[src/rtl/grp_arb_pkg.sv]
package grp_arb_pkg;
    localparam int CH_MAX  = 32;
    localparam int LEVELS  = 4;
    localparam int MEMBERS = 8;
    localparam int IDX_W   = $clog2(CH_MAX);
    localparam int PTR_W   = $clog2(MEMBERS);
    localparam int LVL_W   = $clog2(LEVELS);

    typedef struct packed {
        logic                          valid;
        logic [IDX_W-1:0]              idx;
        logic [CH_MAX-1:0]             grant;
        logic [LEVELS-1:0][PTR_W-1:0]  ptr;
    } arb_state_t;

    // channel index from level and member position inside the level
    function automatic logic [IDX_W-1:0] chan_of(input logic [LVL_W-1:0] lvl,
                                                 input logic [PTR_W-1:0] mem);
        return {mem[2], lvl, mem[1:0]};
    endfunction
endpackage

[src/rtl/grp_req_mask.sv]
module grp_req_mask
    import grp_arb_pkg::*;
#(
    parameter int NUM_CH = 32
) (
    input  logic [CH_MAX-1:0]               req_i,
    output logic [LEVELS-1:0][MEMBERS-1:0]  lvl_req_o
);
    for (genvar gl = 0; gl < LEVELS; gl++) begin : g_lvl
        for (genvar gm = 0; gm < MEMBERS; gm++) begin : g_mem
            localparam int CH = int'(chan_of(LVL_W'(gl), PTR_W'(gm)));
            if (CH < NUM_CH) begin : g_live
                assign lvl_req_o[gl][gm] = req_i[CH];
            end else begin : g_dead
                assign lvl_req_o[gl][gm] = 1'b0;
            end
        end
    end
endmodule

[src/rtl/grp_rr_pick8.sv]
module grp_rr_pick8
    import grp_arb_pkg::*;
(
    input  logic [MEMBERS-1:0] req_i,
    input  logic [PTR_W-1:0]   ptr_i,
    output logic               hit_o,
    output logic [PTR_W-1:0]   mem_o
);
    always_comb begin
        logic [PTR_W-1:0] pos;
        hit_o = 1'b0;
        mem_o = '0;
        // descending scan so the smallest offset from the pointer wins
        for (int k = MEMBERS - 1; k >= 0; k--) begin
            pos = ptr_i + PTR_W'(k);
            if (req_i[pos]) begin
                hit_o = 1'b1;
                mem_o = pos;
            end
        end
    end
endmodule

[src/rtl/grp_level_sel.sv]
module grp_level_sel
    import grp_arb_pkg::*;
(
    input  logic [LEVELS-1:0]             hit_i,
    input  logic [LEVELS-1:0][PTR_W-1:0]  mem_i,
    output logic                          any_o,
    output logic [IDX_W-1:0]              idx_o
);
    always_comb begin
        any_o = 1'b0;
        idx_o = '0;
        // least urgent first, so level 0 overwrites last
        for (int l = LEVELS - 1; l >= 0; l--) begin
            if (hit_i[l]) begin
                any_o = 1'b1;
                idx_o = chan_of(LVL_W'(l), mem_i[l]);
            end
        end
    end
endmodule

[src/rtl/grp_chan_arbiter.sv]
module grp_chan_arbiter
    import grp_arb_pkg::*;
#(
    parameter int NUM_CH = 32
) (
    input  logic              clk,
    input  logic              rst_n,
    input  logic [CH_MAX-1:0] req_i,
    input  logic              ack_i,
    output logic [CH_MAX-1:0] gnt_o,
    output logic [IDX_W-1:0]  gnt_idx_o,
    output logic              gnt_valid_o
);
    arb_state_t st_d, st_q;

    logic [LEVELS-1:0][MEMBERS-1:0] lvl_req;
    logic [LEVELS-1:0][PTR_W-1:0]   ptr_nx;
    logic [LEVELS-1:0][PTR_W-1:0]   lvl_mem;
    logic [LEVELS-1:0]              lvl_hit;
    logic                           sel_any;
    logic [IDX_W-1:0]               sel_idx;
    logic                           acc_ok;

    grp_req_mask #(.NUM_CH(NUM_CH)) u_mask (
        .req_i     (req_i),
        .lvl_req_o (lvl_req)
    );

    // pointer as it stands after this cycle's accept
    always_comb begin
        acc_ok = st_q.valid & ack_i;
        ptr_nx = st_q.ptr;
        if (acc_ok) begin
            ptr_nx[st_q.idx[3:2]] = {st_q.idx[4], st_q.idx[1:0]} + PTR_W'(1);
        end
    end

    for (genvar gl = 0; gl < LEVELS; gl++) begin : g_pick
        grp_rr_pick8 u_pick (
            .req_i (lvl_req[gl]),
            .ptr_i (ptr_nx[gl]),
            .hit_o (lvl_hit[gl]),
            .mem_o (lvl_mem[gl])
        );
    end

    grp_level_sel u_sel (
        .hit_i (lvl_hit),
        .mem_i (lvl_mem),
        .any_o (sel_any),
        .idx_o (sel_idx)
    );

    always_comb begin
        st_d     = st_q;
        st_d.ptr = ptr_nx;
        if (!st_q.valid || acc_ok) begin
            st_d.valid = sel_any;
            st_d.idx   = sel_any ? sel_idx : '0;
            st_d.grant = sel_any ? (CH_MAX'(1) << sel_idx) : '0;
        end
    end

    always_ff @(posedge clk) begin
        if (!rst_n) begin
            st_q <= '0;
        end else begin
            st_q <= st_d;
        end
    end

    assign gnt_o       = st_q.grant;
    assign gnt_idx_o   = st_q.idx;
    assign gnt_valid_o = st_q.valid;
endmodule

[config.mk]
export PLATFORM = sky130hd
export DESIGN_NAME = grp_chan_arbiter
export DESIGN_NICKNAME = d
export VERILOG_FILES = /design/src/rtl/grp_arb_pkg.sv /design/src/rtl/grp_req_mask.sv /design/src/rtl/grp_rr_pick8.sv /design/src/rtl/grp_level_sel.sv /design/src/rtl/grp_chan_arbiter.sv
export SDC_FILE = /design/constraint.sdc
export NUM_CORES = 1
export LEC_CHECK = 0
export BUFFER_PORTS_ARGS = -buffer_cell sky130_fd_sc_hd__buf_2
export CORE_ASPECT_RATIO = 1.4
export CORE_MARGIN = 5
export CORE_UTILIZATION = 45
export DETAILED_ROUTE_END_ITERATION = 16
export HOLD_SLACK_MARGIN = 0.05
export PLACE_DENSITY_LB_ADDON = 0.3
export SLEW_MARGIN = 20
export SYNTH_ARGS = -nofsm -noshare
export SYNTH_HDL_FRONTEND = slang
export SYNTH_SLANG_ARGS = --single-unit
[constraint.sdc]
create_clock -name clk -period 6.1 [get_ports clk]
set_clock_uncertainty 0.15 [all_clocks]
set_input_delay 1.22 -clock clk [delete_from_list [all_inputs] [get_ports clk]]
set_output_delay 1.22 -clock clk [all_outputs]
set_load 0.02 [all_outputs]
After elaboration in Yosys (flattened, before gate mapping)
Index checks and enable logic that the tools add are counted.
{ "op_classes": {"muxes": 142, "addsub": 29, "n_reduce_logical": 3, "magnitude_cmp": 34, "div": 0, "bitwise": 1, "shifts": 1, "mul": 0, "n_eq_ne": 0} }
{ "op_table": {"columns": ["operator", "count"], "rows": [
  ["less-than comparator 3 x 4 -> 1 bit, second input constant", 32],
  ["two-way mux 3 bit", 33],
  ["binary-select mux 1 bit (select 3 bit)", 32],
  ["two-way mux 1 bit", 68],
  ["adder 3 bit, second input constant", 16],
  ["two-way mux 32 bit", 1],
  ["<< shifter 1 x 5 -> 32 bit, first input constant", 1],
  ["two-way mux 5 bit", 5],
  ["adder 3 x 2 -> 3 bit, second input constant", 8],
  ["adder 3 x 1 -> 3 bit, second input constant", 5],
  ["bitwise mux 12 bit", 1],
  ["two-way mux 12 bit", 1],
  ["demux 3 bit (select 2 bit)", 1],
  ["less-than comparator 2 x 3 -> 1 bit, second input constant", 1],
  ["greater-or-equal comparator 2 x 1 -> 1 bit, second input constant", 1],
  ["bitwise AND 1 bit", 1],
  ["logical AND 1 bit", 1],
  ["zero test 1 bit", 1],
  ["logical OR 1 bit", 1]
]} }
{ "word_totals": {"latchBits": 0, "ramBits": 0, "mem_bits_ro": 0, "out_inout_bits": 38, "memories": 0, "regBits": 50, "word_cells": 217} }

Depth between registers and ports, before layout
Gate-level depths: netlist (run 1).
{ "depth": {"ltp_word": 23, "ltp_mapped": 20, "ltp_nobuf": 15} }

Cells and area by module
From an unflattened synthesis (run 1), not the netlist that was laid out.
{ "hier_totals": {"hier_cells": 683, "area_unflattened_um2": 5770.5} }
{ "modules_own_cells": {"columns": ["mod", "cells_each", "area_each_um2", "n_inst", "seq_area_each_um2"], "rows": [
  ["grp_rr_pick8", 90, 782.0, 4, 0.0],
  ["grp_chan_arbiter", 273, 2302.2, 1, 1001.0],
  ["grp_req_mask", 32, 240.2, 1, 0.0],
  ["grp_level_sel", 18, 100.1, 1, 0.0]
]} }

Worst setup path before layout (run 1)
Ideal clock, no wire load.
{ "synth_path": {"path_kind": "in2reg", "start": "input ack_i", "end": "register st_q (netlist bit gnt_o[21])", "required_ns": 5.833, "path_slack_ns": 0.711, "cell_stages": 19, "path_buffers": 4, "setup_ns": 0.117, "t_arrival_ns": 5.121, "path_cell_list": "buf_4 > nand4b_2 > mux2_2 > inv_1 > buf_1 > ha_1 > clkbuf_1 > nor3b_1 > o21ai_0 > nand2_1 > a21oi_2 > mux2_2 > or2_1 > or4_4 > a31oi_2 > o21ai_2 > and2_4 > buf_6 > a32o_1"} }
{ "synth_via": {"elab_chain_len": 19, "elab_cells_between_ends": 169, "cone_classes": "28 x add/sub; 1 x shift; 138 x mux; 1 x bitwise; 1 x reduce/logical"} }
{ "synth_lines": {"columns": ["element", "line_no", "rtl"], "rows": [
  ["start, declared", "grp_chan_arbiter.sv:9", "input logic ack_i,"],
  ["bitwise AND 1 bit *", "grp_chan_arbiter.sv:31", "acc_ok = st_q.valid & ack_i;"],
  ["two-way mux 12 bit", "grp_chan_arbiter.sv:33", "if (acc_ok) begin"],
  ["adder 3 bit", "grp_rr_pick8.sv:15", "pos = ptr_i + PTR_W'(k);"],
  ["binary-select mux 1 bit (select 3 bit)", "grp_rr_pick8.sv:16", "if (req_i[pos]) begin"],
  ["two-way mux 1 bit (implied by the code)", "grp_rr_pick8.sv:16", null],
  ["two-way mux 3 bit or two-way mux 1 bit (tied branches) (8 in a row)", "grp_rr_pick8.sv:16", null],
  ["two-way mux 5 bit (4 in a row)", "grp_level_sel.sv:14", "if (hit_i[l]) begin"],
  ["<< shifter 1 x 5 -> 32 bit", "grp_chan_arbiter.sv:60", "st_d.grant = sel_any ? (CH_MAX'(1) << sel_idx) : '0;"],
  ["two-way mux 32 bit", "grp_chan_arbiter.sv:60", null],
  ["end signal, assigned", "grp_chan_arbiter.sv:68", "st_q <= st_d;"],
  ["end, declared", "grp_chan_arbiter.sv:14", "arb_state_t st_d, st_q;"]
]} }
Mark *: on every way between the ends. The rest lies on a longest branch, timed or not. The select of a mux whose other input is x is not followed.
A chain may end at the register's enable or synchronous reset.

Final worst setup path (run 1)
{ "layout_path": {"start": "input ack_i", "end": "register st_q (netlist bit gnt_o[1])"} }
Same word-level chain as after synthesis.

==> results of run 1 <==
-- kinds of logic after synthesis --
group	count (synthesis)
AO/OA/AOI/OAI	221
XOR/XNOR	16
AND/OR/NAND/NOR	278
flip-flops	50
buffers and inverters	98
multiplexers	90
adder cells (fa/ha/maj)	8
-- critical path, stage by stage --
cell and delay (ps):
buf_2 220, nand4bb_1 400, mux2_4 540, ha_1 470
inv_1 200, o211ai_1 130, nand2_1 90, a211oi_1 390
or2_1 230, o311ai_0 150, or4_1 550, a31oi_1 230
o22ai_1 190, or2_1 310, o31ai_1 220
-- metal layers --
metal	GRT usage, %	share of wire, %	up-vias	routed length (um)
li1	-	-	2869	-
met1	26.0	40	2820	6990
met2	39.7	51	246	8910
met3	1.99	5.4	49	949
met4	7.77	3.3	0	579
met5	0	0	-	0
-- worst max path at each step --
stage | start | endpoint | slack (ps)
final | ack_i | gnt_o[1] | 620
after global placement | ack_i | gnt_o[0] | 450
after detailed placement | ack_i | gnt_o[1] | 420
after global routing | ack_i | gnt_o[1] | 360
after CTS | ack_i | gnt_o[1] | 730
after floorplan | ack_i | gnt_o[21] | 710
-- cell type report --
type	count	area (sq um)	share of cell area, %
clock inverter	3	28.8	0.455
clock buffer	5	125	1.98
inverter	21	78.8	1.25
multi-input combinational	613	4410	69.8
sequential	50	1000	15.8
timing repair buffer	84	450	7.12
tap	182	228	3.60
-- synthesized netlist by cell type (6+ instances only) --
library cell / n / area share (%)
nand2_1: 89 / 5.6
nor2_1: 59 / 3.7
mux2i_1: 51 / 8.5
dfxtp_1: 50 / 17
buf_4: 45 / 5.6
a21oi_1: 36 / 3.0
o21ai_0: 28 / 2.3
o31ai_1: 22 / 2.8
nand2b_1: 21 / 2.2
nor3_1: 21 / 1.8
clkbuf_1: 17 / 1.1
inv_1: 17 / 1.1
mux2_2: 17 / 3.2
a211oi_1: 13 / 1.6
and2_1: 13 / 1.4
nand3_1: 13 / 1.1
xnor2_1: 13 / 1.9
mux4_2: 12 / 4.5
nor2b_1: 12 / 1.3
o211ai_1: 12 / 1.5
a22oi_1: 10 / 1.3
buf_2: 10 / 0.84
a32o_1: 9 / 1.5
a31oi_1: 8 / 0.84
ha_1: 8 / 1.7
o22ai_1: 6 / 0.63
-- flip-flops by register name, indices dropped and copies added, names as in the netlist --
register	count
gnt_idx_o	5
gnt_valid_o	1
gnt_o	32
st_q	12
-- power breakdown --
group	leakage, nW	switching, mW	internal (mW)
logic	2.10	0.659	0.364
registers	0.404	0.0206	0.351
clock network	0.0759	0.136	0.157
==> impl_metrics.py, run 1 <==
metrics = {
    "place": {
        "routabilityCongestion": 0.952,
        "placed_area_sq_um": 6170,
        "place_inst": 950,
        "place_ws_ps": 424,
        "numPortBuffers": 72,
        "dp_hpwl_um": 13700,
    },
    "min_path": {
        "hold_path_end": "gnt_o[11]",
        "hp-start": "gnt_o[11]",
        "hp-class": "flip-flop to flip-flop",
        "min_path_cells": 2,
    },
    "worst_setup_path": {
        "rr_worst_depth": 14,
        "worstPathRequired_ps": 6160,
        "reg2reg_slack_ps": 1100,
        "end_kind": "flip-flop",
        "critical_path_class": "primary input to flip-flop",
        "arrival_ps": 5540,
        "worstSetupStartpointType": "primary input",
        "reg2reg_to": "gnt_o[1]",
        "critPathMaxFanout": 14,
        "timing.rr.start": "gnt_valid_o",
    },
    "synthesis": {
        "synth_area_sq_um": 5980,
        "yosys.area_share.xor_xnor_pct": 2.34,
        "synthFlopType": "dfxtp_1",
        "postSynthAreaPerCell_sq_um": 7.86,
        "synth_top_family_by_area": "compound AO/OA/AOI/OAI gates",
        "syn_inst": 761,
        "synth-seq-cells": 50,
        "syn-num-nets": 804,
        "synth_adder_area_share_pct": 1.67,
        "synth_cell_types": 88,
        "synth_mux_area_share_pct": 18.6,
        "synth_async_sr_flop_share_pct": 0,
        "synth_compound_area_share_pct": 26.9,
        "synth-edff-count": 0,
        "yosys_warnings": 0,
        "synth.yosys.seq_area_share_pct": 16.7,
        "synth-simple-area-share_pct": 24.2,
    },
    "floorplanning": {
        "chipWidth_um": 107,
        "initial_utilization_pct": 45.3,
        "die_y_um": 146,
        "rows": 50,
        "coreArea_sq_um": 13200,
        "num_io_pins": 73,
        "dieArea_sq_um": 15700,
    },
    "drt": {
        "first_pass_iters": 5,
        "wl_per_cell_um": 18.2,
        "drc": 0,
        "num_vias": 5984,
        "via_per_inst": 6.25,
        "antenna_left": 0,
        "wl_um": 17400,
        "drt_iter0_drc": 449,
    },
    "sta": {
        "tightest_slew_ps": 1010,
        "setup_tns_ps": 0,
        "period_share_pct": 89.8,
        "relSlewSlack_pct": 32.6,
        "final-max-slew-violation-count": 0,
        "fmax_mhz": 182,
        "rsz0062_at_grt": "no",
        "hold_viol_final": 0,
        "setup_viol": 0,
        "finalCriticalPeriod_ps": 5480,
        "fin_hold_ws_ps": 298,
        "fin_ws_ps": 621,
    },
    "grt": {
        "grt_pass1_wl_um": 28400,
        "gr-total-overflow": 0,
        "grt_use_total_pct": 21.7,
        "grt_pass1_vias": 5587,
        "grt_max_degree": 32,
        "antenna_found_initial": 0,
    },
    "clock_network": {
        "numCtsBuffers": 5,
        "root_buffer": "clkbuf_16",
        "post-cts-setup-buffer-count": 0,
        "htree_levels": 2,
        "cts_tree": "built",
        "cts_buffer_depth": 2,
        "clock_latency_ps": 300,
        "holdBufCountCts": 0,
        "clk_pin_slew_ps": 70,
        "cts_resized": 0,
        "cts_num_sinks": 50,
    },
    "cells_and_area": {
        "diodes": 0,
        "final_common_cell": "nand2_1",
        "fin_area_sq_um": 6330,
        "utilization_pct": 47.9,
        "final_cell_mix": "nand2_1 (89), buf_2 (72), nor2_1 (59)",
        "fin_cells": 958,
        "fin_nets": 818,
        "fillers": 1344,
        "final_layout_size_suffix_gt1_share_pct": 21.5,
        "syn_to_final_growth_pct": 5.71,
    },
    "power_and_ir_drop": {
        "power_density_nw_per_um2": 267,
        "power.leakage_nw": 2.58,
        "power_mw": 1.69,
        "max-vdd-ir-drop_uv": 191,
    },
    "outcome": {
        "outcome": "complete, no violations",
    },
    "job": {
        "cap_viol_max_count": 0,
    },
}
Note: power is estimated with default switching activity, not from simulation.
==> run 2, diff against run 1 <==
Settings changed: REMOVE_ABC_BUFFERS from default to 1, SLEW_MARGIN 20 to default, SYNTH_HIERARCHICAL from default to 1.
==> run 2 against run 1 <==
Against the previous run:
- core utilization is 2.2 points lower
- synthesized cell count is 10% lower
- via count is 18% lower
- sequential cell count stayed put
- total power is 29% lower
- largest cell class unchanged
- largest power group unchanged
- highest routed layer unchanged
==> impl_metrics.py, run 2 <==
metrics = {
    "outcome": {
        "outcome": "complete, no violations",
    },
    "worst_setup_path": {
        "worstPathRequired_ps": 6130,
        "reg2reg_slack_ps": 1150,
        "reg2reg_to": "gnt_o[10]",
        "worstSetupStartpointType": "primary input",
        "end_kind": "flip-flop",
        "critPathMaxFanout": 16,
        "arrival_ps": 5530,
        "rr_worst_depth": 15,
        "timing.rr.start": "gnt_idx_o[0]",
        "critical_path_class": "primary input to flip-flop",
    },
    "min_path": {
        "hp-start": "gnt_o[23]",
        "min_path_cells": 2,
        "hold_path_end": "gnt_o[23]",
        "hp-class": "flip-flop to flip-flop",
    },
    "clock_network": {
        "cts_resized": 0,
        "clk_pin_slew_ps": 60,
        "root_buffer": "clkbuf_16",
        "clock_latency_ps": 280,
        "numCtsBuffers": 5,
        "holdBufCountCts": 0,
        "htree_levels": 2,
        "post-cts-setup-buffer-count": 0,
        "cts_tree": "built",
        "cts_num_sinks": 50,
        "cts_buffer_depth": 2,
    },
    "cells_and_area": {
        "final_cell_mix": "nand2_1 (80), a21oi_1 (72), buf_2 (72)",
        "utilization_pct": 45.7,
        "syn_to_final_growth_pct": 0.477,
        "multi_input_area_sq_um": 3910,
        "fin_area_sq_um": 5800,
        "final_common_cell": "nand2_1",
        "fillers": 1250,
        "final_layout_size_suffix_gt1_share_pct": 21.8,
        "diodes": 0,
        "regArea_sq_um": 1000,
        "fin_nets": 709,
        "fin_cells": 819,
        "largest_register_ffs": 32,
    },
    "grt": {
        "gr-total-overflow": 0,
        "grt_pass1_wl_um": 22800,
        "grt_pass1_vias": 4861,
        "antenna_found_initial": 0,
        "grt_use_total_pct": 17.7,
        "grt_max_degree": 43,
    },
    "sta": {
        "setup_tns_ps": 0,
        "finalCriticalPeriod_ps": 5500,
        "fin_hold_ws_ps": 301,
        "final-max-slew-violation-count": 0,
        "rsz0062_at_grt": "no",
        "fin_ws_ps": 599,
        "fmax_mhz": 182,
        "tightest_slew_ps": 1210,
        "relSlewSlack_pct": 19.2,
        "setup_viol": 0,
        "hold_viol_final": 0,
        "period_share_pct": 90.2,
    },
    "synthesis": {
        "synth-edff-count": 0,
        "synthFlopType": "dfxtp_1",
        "synth_area_sq_um": 5770,
        "synth_async_sr_flop_share_pct": 0,
        "synth_mux_area_share_pct": 26.2,
        "yosys-top-cells-area": "dfxtp_1 (17%), buf_4 (11%), mux4_1 (9.1%)",
        "synth-simple-area-share_pct": 19.7,
        "yosys.area_share.xor_xnor_pct": 2.12,
        "synth_compound_area_share_pct": 17.8,
        "synth-seq-cells": 50,
        "synth_adder_area_share_pct": 1.95,
        "synthTopCellsByCount": "buf_4 (84), nand2_1 (80), a21oi_1 (72)",
        "synth_top_family_by_area": "multiplexers",
        "postSynthAreaPerCell_sq_um": 8.45,
        "synth.yosys.seq_area_share_pct": 17.3,
        "synth_cell_types": 54,
        "yosys_warnings": 6,
        "yosysTopAreaCell": "dfxtp_1",
        "syn_inst": 683,
        "synth.most_common_cell": "buf_4",
        "synth_top_area_share_pct": 17.3,
    },
    "drt": {
        "via_per_inst": 6.02,
        "drt_iter0_drc": 307,
        "antenna_left": 0,
        "wl_per_cell_um": 16.7,
        "first_pass_iters": 4,
        "drc": 0,
        "wl_um": 13600,
        "num_vias": 4928,
    },
    "power_and_ir_drop": {
        "power_mw": 1.20,
        "power.leakage_nw": 2.29,
        "internal_power_uw": 736,
        "pwr-share-comb_pct": 46.7,
        "seq_power_share_pct": 30.5,
        "switchingPower_uw": 463,
        "p_clk_share_pct": 22.8,
        "p_sw_share_pct": 38.6,
        "max-vdd-ir-drop_uv": 120,
        "power_density_nw_per_um2": 207,
    },
    "place": {
        "place_ws_ps": 401,
        "routabilityCongestion": 0.924,
        "place_inst": 811,
        "placed_area_sq_um": 5650,
        "dp_hpwl_um": 10600,
        "numPortBuffers": 72,
    },
    "floorplanning": {
        "initial_utilization_pct": 45.5,
        "coreArea_sq_um": 12700,
        "chipWidth_um": 106,
        "rows": 49,
        "die_y_um": 144,
        "dieArea_sq_um": 15200,
        "num_io_pins": 73,
    },
    "job": {
        "cap_viol_max_count": 0,
    },
}
[run 2: changes by cell type in the layout (fill, tap and decap cells not counted), moves of 9 or more]
cell / delta
a21oi_1: +36
mux2i_1: -31
nor2_1: -27
nand3_1: +24
mux4_1: +20
o21ai_0: -20
o31ai_1: -18
nand2b_1: -13
nor3_1: -12
a32o_1: -9
nand2_1: -9
[run 2: power groups by stage]
stage	Clock [mW]	Combinational [mW]	Sequential (mW)
after global routing	0.298	0.613	0.367
final	0.274	0.560	0.365
after detailed placement	0	0.556	0.372
after CTS	0.280	0.560	0.365
after floorplan	0	0.380	0.388
after global placement	0	0.547	0.372
[run 2: worst max path at each step]
stage	slack (ps)	startpoint	endpoint	depth (start not counted)
2_1_floorplan	620	ack_i	gnt_o[16]	15
3_3_place_gp	540	ack_i	gnt_o[10]	16
3_5_place_dp	400	ack_i	gnt_o[10]	16
4_1_cts	670	ack_i	gnt_o[10]	16
5_1_grt	270	ack_i	gnt_o[10]	14
6_report	600	ack_i	gnt_o[10]	16
[run 2: final cells by class]
type	count	share of cell area, %
clock buffer	7	2.46
clock inverter	1	0.0863
tap	153	3.30
sequential	50	17.3
inverter	26	1.68
multi-input combinational	498	67.4
timing repair buffer	84	7.77
[run 2: kinds of logic after synthesis]
kind of cell    Yosys count
compound gates          163
flops                    50
simple gates            224
fa+ha+maj                 9
buf+inv                 135
mux                      88
xor+xnor                 14
[run 2: layer usage]
metal | vias up | share of wire (%) | global-route usage [%]
met2 | 120 | 54 | 33.0
met5 | - | 0 | 0
li1 | 2441 | - | -
met4 | 0 | 2.9 | 6.75
met3 | 35 | 3.0 | 1.61
met1 | 2332 | 40 | 20.9
[run 2: critical path, cell delays in order]
cell      delay (ps)
buf_2            130
nand4b_1         210
mux2_2           540
inv_1            190
ha_1             490
mux4_1           440
mux2_4           330
a221oi_1         280
and3_1           210
nor3_1            40
nor2_1           150
o22ai_1          100
a21oi_1          490
and4b_1          390
nand3_1          120
a21oi_1          200
==> run 3, diff against run 2 <==
Clock period 6.1 ns to 6.7 ns, I/O delays scaled along.
==> run 3 against run 2 <==
Against the previous run:
- total power down 3.3%
- critical path type unchanged
- cell count is 0.73% lower
- die area is the same
- first-iteration DRC count is 11% lower
- wire length up 0.50%
- count of clock-buffer cells in the layout shrank 1
- critical path depth fell by 2
- critical endpoint is now gnt_o[20]
- sequential power decreased by 9.3%
- setup slack better by 270 ps
- register-to-register slack improved by 400 ps
==> impl_metrics.py, run 3 (synthesized netlist as in run 2, its figures left out) <==
metrics = {
    "outcome": {
        "outcome": "complete, no violations",
    },
    "worst_setup_path": {
        "end_kind": "flip-flop",
        "path_cells": "buf_2 -> nand4b_1 -> mux2_2 -> inv_1 -> ha_1 -> mux4_1 -> nor4_1 -> nand4_1 -> nor2b_2 -> a22oi_1 -> a21oi_1 -> nor2b_1 -> nand3_1 -> a21oi_1",
        "critical_path_class": "primary input to flip-flop",
        "critPathMaxFanout": 16,
        "cp_slowest_cell": "nor2b_1",
        "arrival_ps": 5860,
        "worst_path_most_repeated_cell": "a21oi_1",
        "cp_num_buf_inv": 2,
        "worstPathRequired_ps": 6730,
        "max_stage_delay_ps": 620,
        "crit_family": "simple AND/OR/NAND/NOR gates",
        "worstSetupStartpointType": "primary input",
    },
    "sta": {
        "finalCriticalPeriod_ps": 5840,
        "period_share_pct": 87.1,
        "fmax_mhz": 171,
        "fin_ws_ps": 865,
        "rsz0062_at_grt": "no",
        "fin_hold_ws_ps": 300,
        "relSlewSlack_pct": 17.5,
        "setup_tns_ps": 0,
        "tightest_slew_ps": 1240,
        "setup_viol": 0,
        "final-max-slew-violation-count": 0,
        "hold_viol_final": 0,
    },
    "clock_network": {
        "holdBufCountCts": 0,
        "htree_levels": 2,
        "cts_num_sinks": 50,
        "clock_latency_ps": 290,
        "cts_tree": "built",
        "numCtsBuffers": 5,
        "cts_buffer_depth": 2,
        "root_buffer": "clkbuf_16",
        "cts_resized": 0,
        "clk_pin_slew_ps": 60,
        "post-cts-setup-buffer-count": 0,
    },
    "floorplanning": {
        "num_io_pins": 73,
        "dieArea_sq_um": 15200,
        "chipWidth_um": 106,
        "coreArea_sq_um": 12700,
        "initial_utilization_pct": 45.5,
        "die_y_um": 144,
        "rows": 49,
    },
    "drt": {
        "via_per_inst": 6.06,
        "num_vias": 4929,
        "wl_um": 13700,
        "drt_iter0_drc": 274,
        "first_pass_iters": 5,
        "antenna_left": 0,
        "wl_per_cell_um": 16.9,
        "drc": 0,
    },
    "cells_and_area": {
        "diodes": 0,
        "fin_nets": 703,
        "final_cell_mix": "nand2_1 (80), a21oi_1 (72), buf_2 (72)",
        "fin_cells": 813,
        "syn_to_final_growth_pct": 0.585,
        "final_common_cell": "nand2_1",
        "final_layout_size_suffix_gt1_share_pct": 21.2,
        "utilization_pct": 45.7,
        "largest_register_ffs": 32,
    },
    "place": {
        "place_inst": 805,
        "place_ws_ps": 559,
        "numPortBuffers": 72,
        "dp_hpwl_um": 10600,
        "routabilityCongestion": 0.918,
    },
    "grt": {
        "grt_pass1_vias": 4726,
        "gr-total-overflow": 0,
        "grt_max_degree": 43,
        "grt_use_total_pct": 17.6,
        "grt_pass1_wl_um": 22700,
        "antenna_found_initial": 0,
    },
    "power_and_ir_drop": {
        "max-vdd-ir-drop_uv": 119,
        "power.leakage_nw": 2.28,
        "power_density_nw_per_um2": 200,
    },
    "job": {
        "cap_viol_max_count": 0,
    },
    "min_path": {
        "hp-class": "flip-flop to flip-flop",
    },
}
## run 3: cell count changes in the layout (fill, tap and decap cells not counted)
cell	previous run	this run
buf_4	12	6
clkbuf_1	1	0
clkinv_2	1	0
bufinv_16	0	2
## run 3: area by class of cell
type,instances,area [sq um]
clock buffers,6,139
clock inverters,2,60.1
fillers,1242,6890
inverters,26,97.6
multi-input cells,498,3910
flip-flops and latches,50,1000
well taps,153,191
repair buffers,78,405
## run 3: per-stage QoR
step | power [mW] | cell area [sq um]
2_1_floorplan | 0.699 | 5010
3_3_place_gp | 0.827 | 5610
3_5_place_dp | 0.837 | 5610
4_1_cts | 1.17 | 5800
5_1_grt | 1.23 | 5800
6_report | 1.16 | 5800
## run 3: path summary, 6_finish.rpt
path | start | endpoint | slack [ps] | cells past startpoint
max | ack_i | gnt_o[20] | 860 | 14
min | gnt_o[23] | gnt_o[23] | 300 | 2
max reg2reg | gnt_idx_o[0] | gnt_o[20] | 1550 | 13
min reg2reg | gnt_o[23] | gnt_o[23] | 300 | 2
## run 3: routing by layer
layer | track usage (%) | part of all wire, % | vias up
met5 | 0 | 0 | -
met4 | 5.18 | 2.2 | 0
met3 | 2.37 | 3.5 | 27
met2 | 34.0 | 54 | 101
met1 | 20.0 | 40 | 2372
li1 | - | - | 2429
## run 3: power breakdown
part	leakage, nW	internal (mW)	total (mW)	switching, mW
clock	0.0971	0.224	0.328	0.104
sequential	0.405	0.316	0.331	0.0152
combinational	1.78	0.198	0.500	0.303
total	2.28	0.737	1.16	0.422
## run 3: tightest hold or removal path: stages, from the launching register on
cell and delay [ps]:
dfxtp_1 310, nand2_1 50, a21oi_1 50
